===== src/rtl/dma_cc_pkg.sv =====
`timescale 1ns/1ps
package dma_cc_pkg;
  localparam int DATA_W = 32;

  localparam int FLAG_EN     = 0;
  localparam int FLAG_TO_DEV = 1;
  localparam int FLAG_TC     = 8;
  localparam int FLAG_MEMERR = 9;
  localparam int FLAG_ADRERR = 10;

  typedef enum logic [1:0] {
    IDX_MODE  = 2'd0,
    IDX_FLAGS = 2'd1,
    IDX_COUNT = 2'd2,
    IDX_ADDR  = 2'd3
  } reg_idx_e;

  // status bits wiped at the start of each request
  function automatic logic [DATA_W-1:0] wipe_status(logic [DATA_W-1:0] f);
    logic [DATA_W-1:0] r;
    r = f;
    r[FLAG_TC]     = 1'b0;
    r[FLAG_MEMERR] = 1'b0;
    r[FLAG_ADRERR] = 1'b0;
    return r;
  endfunction

  function automatic logic refuse(logic [DATA_W-1:0] f, logic to_dev);
    return !f[FLAG_EN] || (to_dev != f[FLAG_TO_DEV]);
  endfunction

  function automatic logic [DATA_W-1:0] clamp_len(logic [DATA_W-1:0] want,
                                                  logic [DATA_W-1:0] avail);
    return (want < avail) ? want : avail;
  endfunction
endpackage


===== src/rtl/dma_cc_decode.sv =====
`timescale 1ns/1ps
module dma_cc_decode #(
  parameter int ADDR_W  = 10,
  parameter int NUM_CH  = 8,
  parameter int CH_BASE = 'h100,
  parameter int ERR_OFS = 'h200,
  localparam int CH_BITS = $clog2(NUM_CH)
) (
  input  logic [ADDR_W-1:0]  addr,
  output logic               ch_hit,
  output logic [CH_BITS-1:0] ch_sel,
  output logic [1:0]         idx_sel,
  output logic               err_hit
);
  localparam int WIN_HI = CH_BASE + NUM_CH * 32;

  always_comb begin
    ch_hit  = ({1'b0, addr} >= (ADDR_W+1)'(CH_BASE)) &&
              ({1'b0, addr} <  (ADDR_W+1)'(WIN_HI));
    ch_sel  = addr[5 +: CH_BITS];
    idx_sel = addr[4:3];
    err_hit = (addr[ADDR_W-1:2] == (ADDR_W-2)'(ERR_OFS >> 2));
  end
endmodule


===== src/rtl/dma_cc_check.sv =====
`timescale 1ns/1ps
module dma_cc_check
  import dma_cc_pkg::*;
(
  input  logic [DATA_W-1:0] flags,
  input  logic [DATA_W-1:0] count,
  input  logic              to_dev,
  input  logic [DATA_W-1:0] want,
  output logic              err,
  output logic [DATA_W-1:0] grant,
  output logic [DATA_W-1:0] flags_nx,
  output logic [DATA_W-1:0] count_nx
);
  always_comb begin
    err      = refuse(flags, to_dev);
    flags_nx = wipe_status(flags);
    if (err) begin
      grant                 = '0;
      flags_nx[FLAG_MEMERR] = 1'b1;
      count_nx              = count;
    end else begin
      grant             = clamp_len(want, count);
      flags_nx[FLAG_TC] = 1'b1;
      count_nx          = count - grant;
    end
  end
endmodule


===== src/rtl/dma_cc_channel.sv =====
`timescale 1ns/1ps
module dma_cc_channel
  import dma_cc_pkg::*;
(
  input  logic                  clk,
  input  logic                  rst_n,
  input  logic                  host_we,
  input  logic [1:0]            host_idx,
  input  logic [DATA_W-1:0]     host_wdata,
  input  logic                  req_upd,
  input  logic [DATA_W-1:0]     upd_flags,
  input  logic [DATA_W-1:0]     upd_count,
  output logic [3:0][DATA_W-1:0] regs_o
);
  for (genvar r = 0; r < 4; r++) begin : g_reg
    localparam logic UPD_OWNED = (r == IDX_FLAGS) || (r == IDX_COUNT);
    logic              req_take;
    logic [DATA_W-1:0] req_val;
    assign req_take = req_upd && UPD_OWNED;
    assign req_val  = (r == IDX_FLAGS) ? upd_flags : upd_count;

    always_ff @(posedge clk) begin
      if (!rst_n)
        regs_o[r] <= '0;
      else if (req_take)
        regs_o[r] <= req_val;
      else if (host_we && (host_idx == 2'(r)))
        regs_o[r] <= host_wdata;
    end
  end
endmodule


===== src/rtl/dma_chan_ctrl.sv =====
`timescale 1ns/1ps
module dma_chan_ctrl
  import dma_cc_pkg::*;
#(
  parameter int NUM_CH = 8,
  parameter int ADDR_W = 10,
  parameter int LEN_W  = 16,
  localparam int CH_BITS = $clog2(NUM_CH)
) (
  input  logic               clk,
  input  logic               rst_n,
  input  logic               host_sel,
  input  logic               host_wr,
  input  logic [ADDR_W-1:0]  host_addr,
  input  logic [DATA_W-1:0]  host_wdata,
  output logic [DATA_W-1:0]  host_rdata,
  input  logic               req_valid,
  input  logic [CH_BITS-1:0] req_ch,
  input  logic               req_to_dev,
  input  logic [LEN_W-1:0]   req_len,
  output logic               rsp_valid,
  output logic               rsp_err,
  output logic [LEN_W-1:0]   rsp_len,
  output logic [DATA_W-1:0]  rsp_addr
);
  logic               dec_ch_hit, dec_err_hit;
  logic [CH_BITS-1:0] dec_ch;
  logic [1:0]         dec_idx;

  dma_cc_decode #(.ADDR_W(ADDR_W), .NUM_CH(NUM_CH)) u_dec (
    .addr   (host_addr),
    .ch_hit (dec_ch_hit),
    .ch_sel (dec_ch),
    .idx_sel(dec_idx),
    .err_hit(dec_err_hit)
  );

  logic [NUM_CH-1:0][3:0][DATA_W-1:0] ch_regs;
  logic [3:0][DATA_W-1:0]             sel_regs;
  logic [NUM_CH-1:0]                  err_src_q;

  // named events for the checker
  logic              req_err_w;
  logic [DATA_W-1:0] req_grant_w;
  logic [DATA_W-1:0] flags_nx_w;
  logic [DATA_W-1:0] count_nx_w;
  logic              host_wr_hit_w;

  assign sel_regs      = ch_regs[req_ch];
  assign host_wr_hit_w = host_sel && host_wr && dec_ch_hit;

  dma_cc_check u_chk (
    .flags   (sel_regs[IDX_FLAGS]),
    .count   (sel_regs[IDX_COUNT]),
    .to_dev  (req_to_dev),
    .want    (DATA_W'(req_len)),
    .err     (req_err_w),
    .grant   (req_grant_w),
    .flags_nx(flags_nx_w),
    .count_nx(count_nx_w)
  );

  for (genvar c = 0; c < NUM_CH; c++) begin : g_ch
    dma_cc_channel u_ch (
      .clk       (clk),
      .rst_n     (rst_n),
      .host_we   (host_wr_hit_w && (dec_ch == CH_BITS'(c))),
      .host_idx  (dec_idx),
      .host_wdata(host_wdata),
      .req_upd   (req_valid && (req_ch == CH_BITS'(c))),
      .upd_flags (flags_nx_w),
      .upd_count (count_nx_w),
      .regs_o    (ch_regs[c])
    );
  end

  always_comb begin
    host_rdata = '0;
    if (host_sel && !host_wr) begin
      if (dec_ch_hit)
        host_rdata = ch_regs[dec_ch][dec_idx];
      else if (dec_err_hit)
        host_rdata = DATA_W'(err_src_q);
    end
  end

  always_ff @(posedge clk) begin
    if (!rst_n) begin
      rsp_valid <= 1'b0;
      rsp_err   <= 1'b0;
      rsp_len   <= '0;
      rsp_addr  <= '0;
      err_src_q <= '0;
    end else begin
      rsp_valid <= req_valid;
      if (req_valid) begin
        rsp_err  <= req_err_w;
        rsp_len  <= LEN_W'(req_grant_w);
        rsp_addr <= req_err_w ? '0 : sel_regs[IDX_ADDR];
        if (req_err_w)
          err_src_q[req_ch] <= 1'b1;
      end
    end
  end
endmodule


===== config.mk =====
export PLATFORM = sky130hd
export DESIGN_NAME = dma_chan_ctrl
export DESIGN_NICKNAME = d
export VERILOG_FILES = /design/src/rtl/dma_cc_pkg.sv /design/src/rtl/dma_cc_decode.sv /design/src/rtl/dma_cc_check.sv /design/src/rtl/dma_cc_channel.sv /design/src/rtl/dma_chan_ctrl.sv
export SDC_FILE = /design/constraint.sdc
export NUM_CORES = 2
export LEC_CHECK = 0
export CORE_UTILIZATION = 30
export DETAILED_ROUTE_END_ITERATION = 6
export GPL_ROUTABILITY_DRIVEN = 0
export PLACE_DENSITY_LB_ADDON = 0.12
export SYNTH_ARGS = -nofsm -noshare
export SYNTH_HDL_FRONTEND = slang
export SYNTH_SLANG_ARGS = --single-unit

===== constraint.sdc =====
create_clock -name clk -period 14.9 [get_ports clk]
set_input_delay 2.235 -clock clk [delete_from_list [all_inputs] [get_ports clk]]
set_output_delay 2.235 -clock clk [all_outputs]
set_load 0.005 [all_outputs]

======== Yosys cells after proc, flatten, opt, wreduce, memory -nomap -nowiden ========
Cells that the tools add are included.
storage, ports and cells
  input bits .............................. 67
  flip-flop bits (word level) ............. 1082
  word-level logic and storage cells ...... 207
  output and inout bits ................... 82
cells by class
  add/sub/neg operators ................... 1
  magnitude comparators ................... 7
  reductions and logical operators ........ 84
  equal/unequal tests ..................... 19
  multiplexer cells ....................... 49
  bitwise logic cells ..................... 2
operator list
  operator                number
  $mux W32                38
  $bmux W128 S3           2
  $mux W128               2
  $bmux W32 S2            1
  $logic_and A1 B1 Y1     53
  $lt A16 B32 Y1          1
  $reduce_bool A2 Y1      16
  $sub A32 B32 Y32        1
  $eq A3 B3 Y1 const B    8
  $mux W16                1
  $reduce_or A2 Y1        8
  $eq A3 B2 Y1 const B    4
  $ge A10 B9 Y1 const B   1
  $lt A10 B10 Y1 const B  1
  $eq A8 B8 Y1 const B    1
  $lt A3 B4 Y1 const B    2
  $mux W8                 1
  $or A8 B8 Y8            1
  $eq A3 B1 Y1 const B    2
  $logic_not A3 Y1        2
  $eq A2 B2 Y1 const B    2
  $demux W1 S3            1
  $ge A3 B1 Y1 const B    1
  $lt A2 B3 Y1 const B    1
  8 further kinds         11

======== Logic depth before layout (Yosys ltp) ========
  word-level depth ........................ 7
  gate-level depth with buffers ........... 28
  depth with buffers taken out ............ 21

======== Modules after synthesis ========
Synthesis repeated with hierarchy kept, for this count alone.
unflattened totals
  cells, all modules ...................... 6908
  area, all modules ....................... 60455.5 um^2
by module, submodules not included
  module          times used  cells an instance  sequential area each (um^2)  area each (um^2)
  dma_cc_channel  8           640                2562.5                       5073.6
  dma_chan_ctrl   1           1278               1161.1                       16404.5
  dma_cc_check    1           501                0.0                          3398.3
  dma_cc_decode   1           9                  0.0                          63.8

======== Least setup slack after synthesis ========
No wires, ideal clock.
  path kind ............................... input to register
  from .................................... in req_ch[1]
  to ...................................... reg g_ch[0].u_ch.regs_o[94] in the netlist's numbering
  data required time ...................... 14.766 ns
  path buffers ............................ 6
  path slack .............................. 6.650 ns
  cell stages on the path ................. 26
  arrival ................................. 8.116 ns
  setup time .............................. 0.134 ns
  cells stage by stage .................... buf_4 buf_6 buf_2 buf_2 buf_1 mux4_2 mux2_2 inv_1 ha_1 a211oi_1 a2111oi_4 o2111ai_1 a211oi_4 mux2i_1 ha_1 inv_1 fa_1 a21o_1 a21oi_1 o21a_1 or3b_2 buf_1 a21oi_1 nor4b_1 xor2_1 a21oi_1
on the way
  longest elaborated chain between the ends .. 7
  elaborated cells on any way between the ends .. 13
  classes of those cells .................. add/sub (1); order compare (1); eq/ne (1); mux (5); reduce/logical (5)
RTL lines
  item                             line                  RTL
  from (decl)                      dma_chan_ctrl.sv:18   input logic [CH_BITS-1:0] req_ch,
  $bmux W128 S3                    dma_chan_ctrl.sv:49   assign sel_regs = ch_regs[req_ch];
  $mux W128 (implied by the code)  dma_chan_ctrl.sv:49
  $lt A16 B32 Y1                   dma_cc_pkg.sv:34      return (want < avail) ? want : avail;
  $mux W32                         dma_cc_pkg.sv:34
  $sub A32 B32 Y32                 dma_cc_check.sv:24    count_nx = count - grant;
  $mux W32                         dma_cc_check.sv:17    if (err) begin
  $mux W32                         dma_cc_channel.sv:25  else if (req_take)
  to (signal, indexed assignment)  dma_cc_channel.sv:26  regs_o[r] <= req_val;
  to (signal, indexed assignment)  dma_cc_channel.sv:28  regs_o[r] <= host_wdata;
  to (decl)                        dma_cc_channel.sv:13  output logic [3:0][DATA_W-1:0] regs_o
Parallel ways exist; a longest one is shown, timed or not. The select of a mux whose other input is x is not followed.
A chain may end at the register's enable or synchronous reset.

======== Worst setup path in the final report ========
  from .................................... in req_ch[0]
  to ...................................... reg g_ch[0].u_ch.regs_o[88] in the netlist's numbering
Same word-level chain as after synthesis.

==> run_results.csv <==
group,metric,value,unit
status,status,"completed",
worst_setup_path,crit_arrival,9.90,ns
floorplan,rows,161,
layout,final_net_count,6221,
clocking,cts_hold_buf,0,
clocking,worstSkewPairLatency,0.79,ns
clocking,cts_max_level,4,
synthesis,netlist_area,0.0584,mm2
detailed_routing,viasPerCell,5.62,
sta,fin_crit_sh,62.2,%
power,internal_power,0.00518,W
synthesis,synth_async_sr_flop_share,0,%
layout,layoutNonFillerInstCount,8744,
worst_setup_path,worstSetupEndpointType,"flop",
floorplan,die_x,443,um
synthesis,synth_area_leaders,"dfxtp_1 (37%), mux4_2 (18%), nand2_1 (10%)",
floorplan,die_area,0.197,mm2
sta,timing.fmax,0.108,GHz
sta,hold_viol,0,
power,p_per_area,106,mW/mm2
power,p_sw_share,26.5,%
floorplan,core-area,0.193,mm2
detailed_routing,vias,49200,
clocking,post_cts_resized,0,
global_routing,grt_pass1_vias,47700,
synthesis,synth_edf_count,0,
clocking,cts_buffers,135,
worst_setup_path,crit_chain,"buf_8, buf_12, mux4_2, mux2_2, inv_1, ha_1, and3_1, a221oi_1, o21ai_0, a21oi_1, a211oi_4, buf_4, mux2i_1, ha_1, inv_1, fa_1, a21o_1, a21oi_1, o21a_1, or3b_2, nand3_1, nor4_1, xor2_1, a21oi_1",
layout,drive_gt1_share,17.7,%
worst_setup_path,slowest_stage,"buf_12",
synthesis,yosysMostFrequentCell,"nand2_1",
power,clock_power_share,47.5,%
detailed_routing,avgRoutedWirePerCell,28.0,um
detailed_routing,antenna_left,0,
worst_setup_path,cp_data_required_time,15.54,ns
sta,setup_viol,0,
sta,worst_slew_pin_slew,1.14,ns
sta,rsz0062_at_grt,"false",
clocking,root_buffer,"clkbuf_16",
detailed_routing,drc,0,
layout,fill_cells,19600,
floorplan,die_y,443,um
synthesis,syn_nets,6443,
global_routing,grt_pass1_wl,353000,um
worst_setup_path,cp_common_cell,"a21oi_1",
synthesis,ys_types,73,
synthesis,yosysWarnings,0,
sta,finClkSkew,0.0240,ns
detailed_routing,routed_wl,245000,um
power,vdd_ir_drop_max,0.000129,V
power,power.share.sequential,42.2,%
synthesis,synth_top_area_cell,"dfxtp_1",
detailed_routing,drt_first_iter_violations,4096,
synthesis,synth_top_area_share,37.1,%
worst_setup_path,crit_type,"input pin to flop",
sta,setup_tns,0,ns
layout,antenna_cells,0,
detailed_routing,drtPass1Iterations,6,
min_path,hold_path.class,"flop to flop",
synthesis,synthCells,6344,
clocking,clock-sinks,1082,
floorplan,start_util,30.3,%
worst_setup_path,cp_top_family,"compound AO/OA/AOI/OAI gates",
sta,maxSlewViolCount,0,
power,p_sw,0.00187,W
clocking,cts.clk_slew.worst_paths,0.06,ns
min_path,min_from,"g_ch[2].u_ch.regs_o[10]",
place,place_inst,8511,
power,pwr-share-comb,10.2,%
worst_setup_path,r2r-start,"g_ch[3].u_ch.regs_o[71]",
clocking,post_cts_buffers,0,
sta,relSlewSlack,24.0,%
worst_setup_path,start_kind,"input pin",
layout,area_delta_synth_final,13.7,%
synthesis,synth_commonest_cells,"nand2_1 (1599), dfxtp_1 (1082), a21oi_1 (574), clkbuf_1 (548), mux4_2 (470)",
clocking,cts_tree,"yes",
floorplan,ios,149,
global_routing,antenna_found_initial,16,
synthesis,ys_ff_latch,1082,
global_routing,grt-ovfl-total,0,
worst_setup_path,startpoint,"req_ch[0]",
clocking,cts_max_path_buffers,3,
place,portBuffers,146,
synthesis,syn_area_per_cell,9.21,um2
place,hpwl,143000,um
run,max_cap_violations,0,
power,p_leak,23.0,nW
sta,fin_crit,9.27,ns
worst_setup_path,critPathBufInv,5,
global_routing,grtUsageTotal,24.4,%
global_routing,grt_max_degree,164,
worst_setup_path,critPathMaxFanout,103,
synthesis,seq_area_frac_synth,37.1,%
worst_setup_path,critPathMaxStageDelay,0.70,ns
synthesis,synth_flop_cell,"dfxtp_1",
[flip-flops by register name, summed over array words and instances (netlist names)]
register / cells
err_src_q: 8
g_ch.u_ch.regs_o: 1024
rsp_err: 1
rsp_len: 16
rsp_addr: 32
rsp_valid: 1
[cells by family after synthesis]
group	after synthesis	share of synthesized area, %
AO/OA/AOI/OAI	1323	14.1
multiplexers	940	26.9
buffers and inverters	675	4.52
XOR/XNOR	23	0.345
AND/OR/NAND/NOR	2269	16.4
flip-flops	1082	37.1
adder cells (fa/ha/maj)	32	0.698
[through the flow]
step | power [W] | hold WS [ns] | setup WS (ns) | util, % | instance area [um2]
floorplan | 0.00350 | 0.433 | 6.65 | - | 58400
global placement | 0.00376 | 0.439 | 4.89 | 32.1 | 62000
detailed placement | 0.00376 | 0.444 | 4.97 | 32.1 | 62000
CTS | 0.00712 | 0.452 | 5.76 | 34.4 | 66400
global route | 0.00728 | 0.470 | 5.35 | 34.4 | 66400
finish | 0.00706 | 0.450 | 5.63 | 34.4 | 66400
[power by group through the flow]
stage | registers, W | clock network (W) | logic (W)
4_1_cts | 0.00298 | 0.00342 | 0.000721
6_report | 0.00298 | 0.00335 | 0.000723
3_3_place_gp | 0.00304 | 0 | 0.000716
2_1_floorplan | 0.00303 | 0 | 0.000474
3_5_place_dp | 0.00304 | 0 | 0.000718
5_1_grt | 0.00298 | 0.00353 | 0.000767
[worst reg2reg max path: stages, from the launching register on]
cell	delay [ns]
dfxtp_1	0.33
mux4_2	0.47
mux2_2	0.37
inv_1	0.09
ha_1	0.13
nand2_1	0.09
a2111oi_4	0.37
o2111ai_1	0.21
a211oi_4	0.26
buf_4	0.31
mux2i_1	0.42
ha_1	0.23
inv_1	0.06
fa_1	0.47
a21o_1	0.21
a21oi_1	0.36
o21a_1	0.23
or3b_2	0.33
nand3_1	0.21
nor4_1	0.54
xor2_1	0.65
a21oi_1	0.15
[worst paths after layout]
| path | end | slack (ns) | cells after the start |
|---|---|---|---|
| worst max-delay path | g_ch[0].u_ch.regs_o[88] | 5.63 | 24 |
| worst min-delay path | g_ch[2].u_ch.regs_o[10] | 0.45 | 2 |
| worst max register to register | g_ch[0].u_ch.regs_o[88] | 8.25 | 21 |
| worst min register to register | g_ch[2].u_ch.regs_o[10] | 0.45 | 2 |
[placed cells by master (no fill, tap or decap), types with 38 or more instances in the layout]
master           Yosys  routed
and3_1             120     120
a21oi_1            574     574
nand2_1           1599    1581
clkdlybuf4s50_1      0     135
mux2_2             200     200
buf_4                5     143
nor2_1             213     179
nand2b_1            44      43
nor2b_1            132     132
dfxtp_1           1082    1082
clkbuf_16            0     139
mux4_2             470     470
mux2i_1            258     258
o21ai_0            120     120
a211oi_1           348     348
nand3_1            102     100
a21boi_0           164     164
clkbuf_8             0      38
[per-layer routing]
| layer | track usage, % | part of all wire [%] |
|---|---|---|
| met5 | 0 | 0.011 |
| met4 | 6.31 | 2.3 |
| met3 | 3.25 | 6.1 |
| met2 | 39.3 | 46 |
| met1 | 34.2 | 45 |
[area by class of cell]
type                       instances  area, um2  share of cell area, %
sequential                      1082      21700                   32.6
inverter                          22       90.1                  0.136
clock inverter                    22        295                  0.444
multi-input combinational       4587      34500                   51.9
timing repair buffer             294       2660                   4.00
tap                             2526       3160                   4.76
clock buffer                     211       4120                   6.20
No activity file was read; power rests on OpenSTA's default activity.
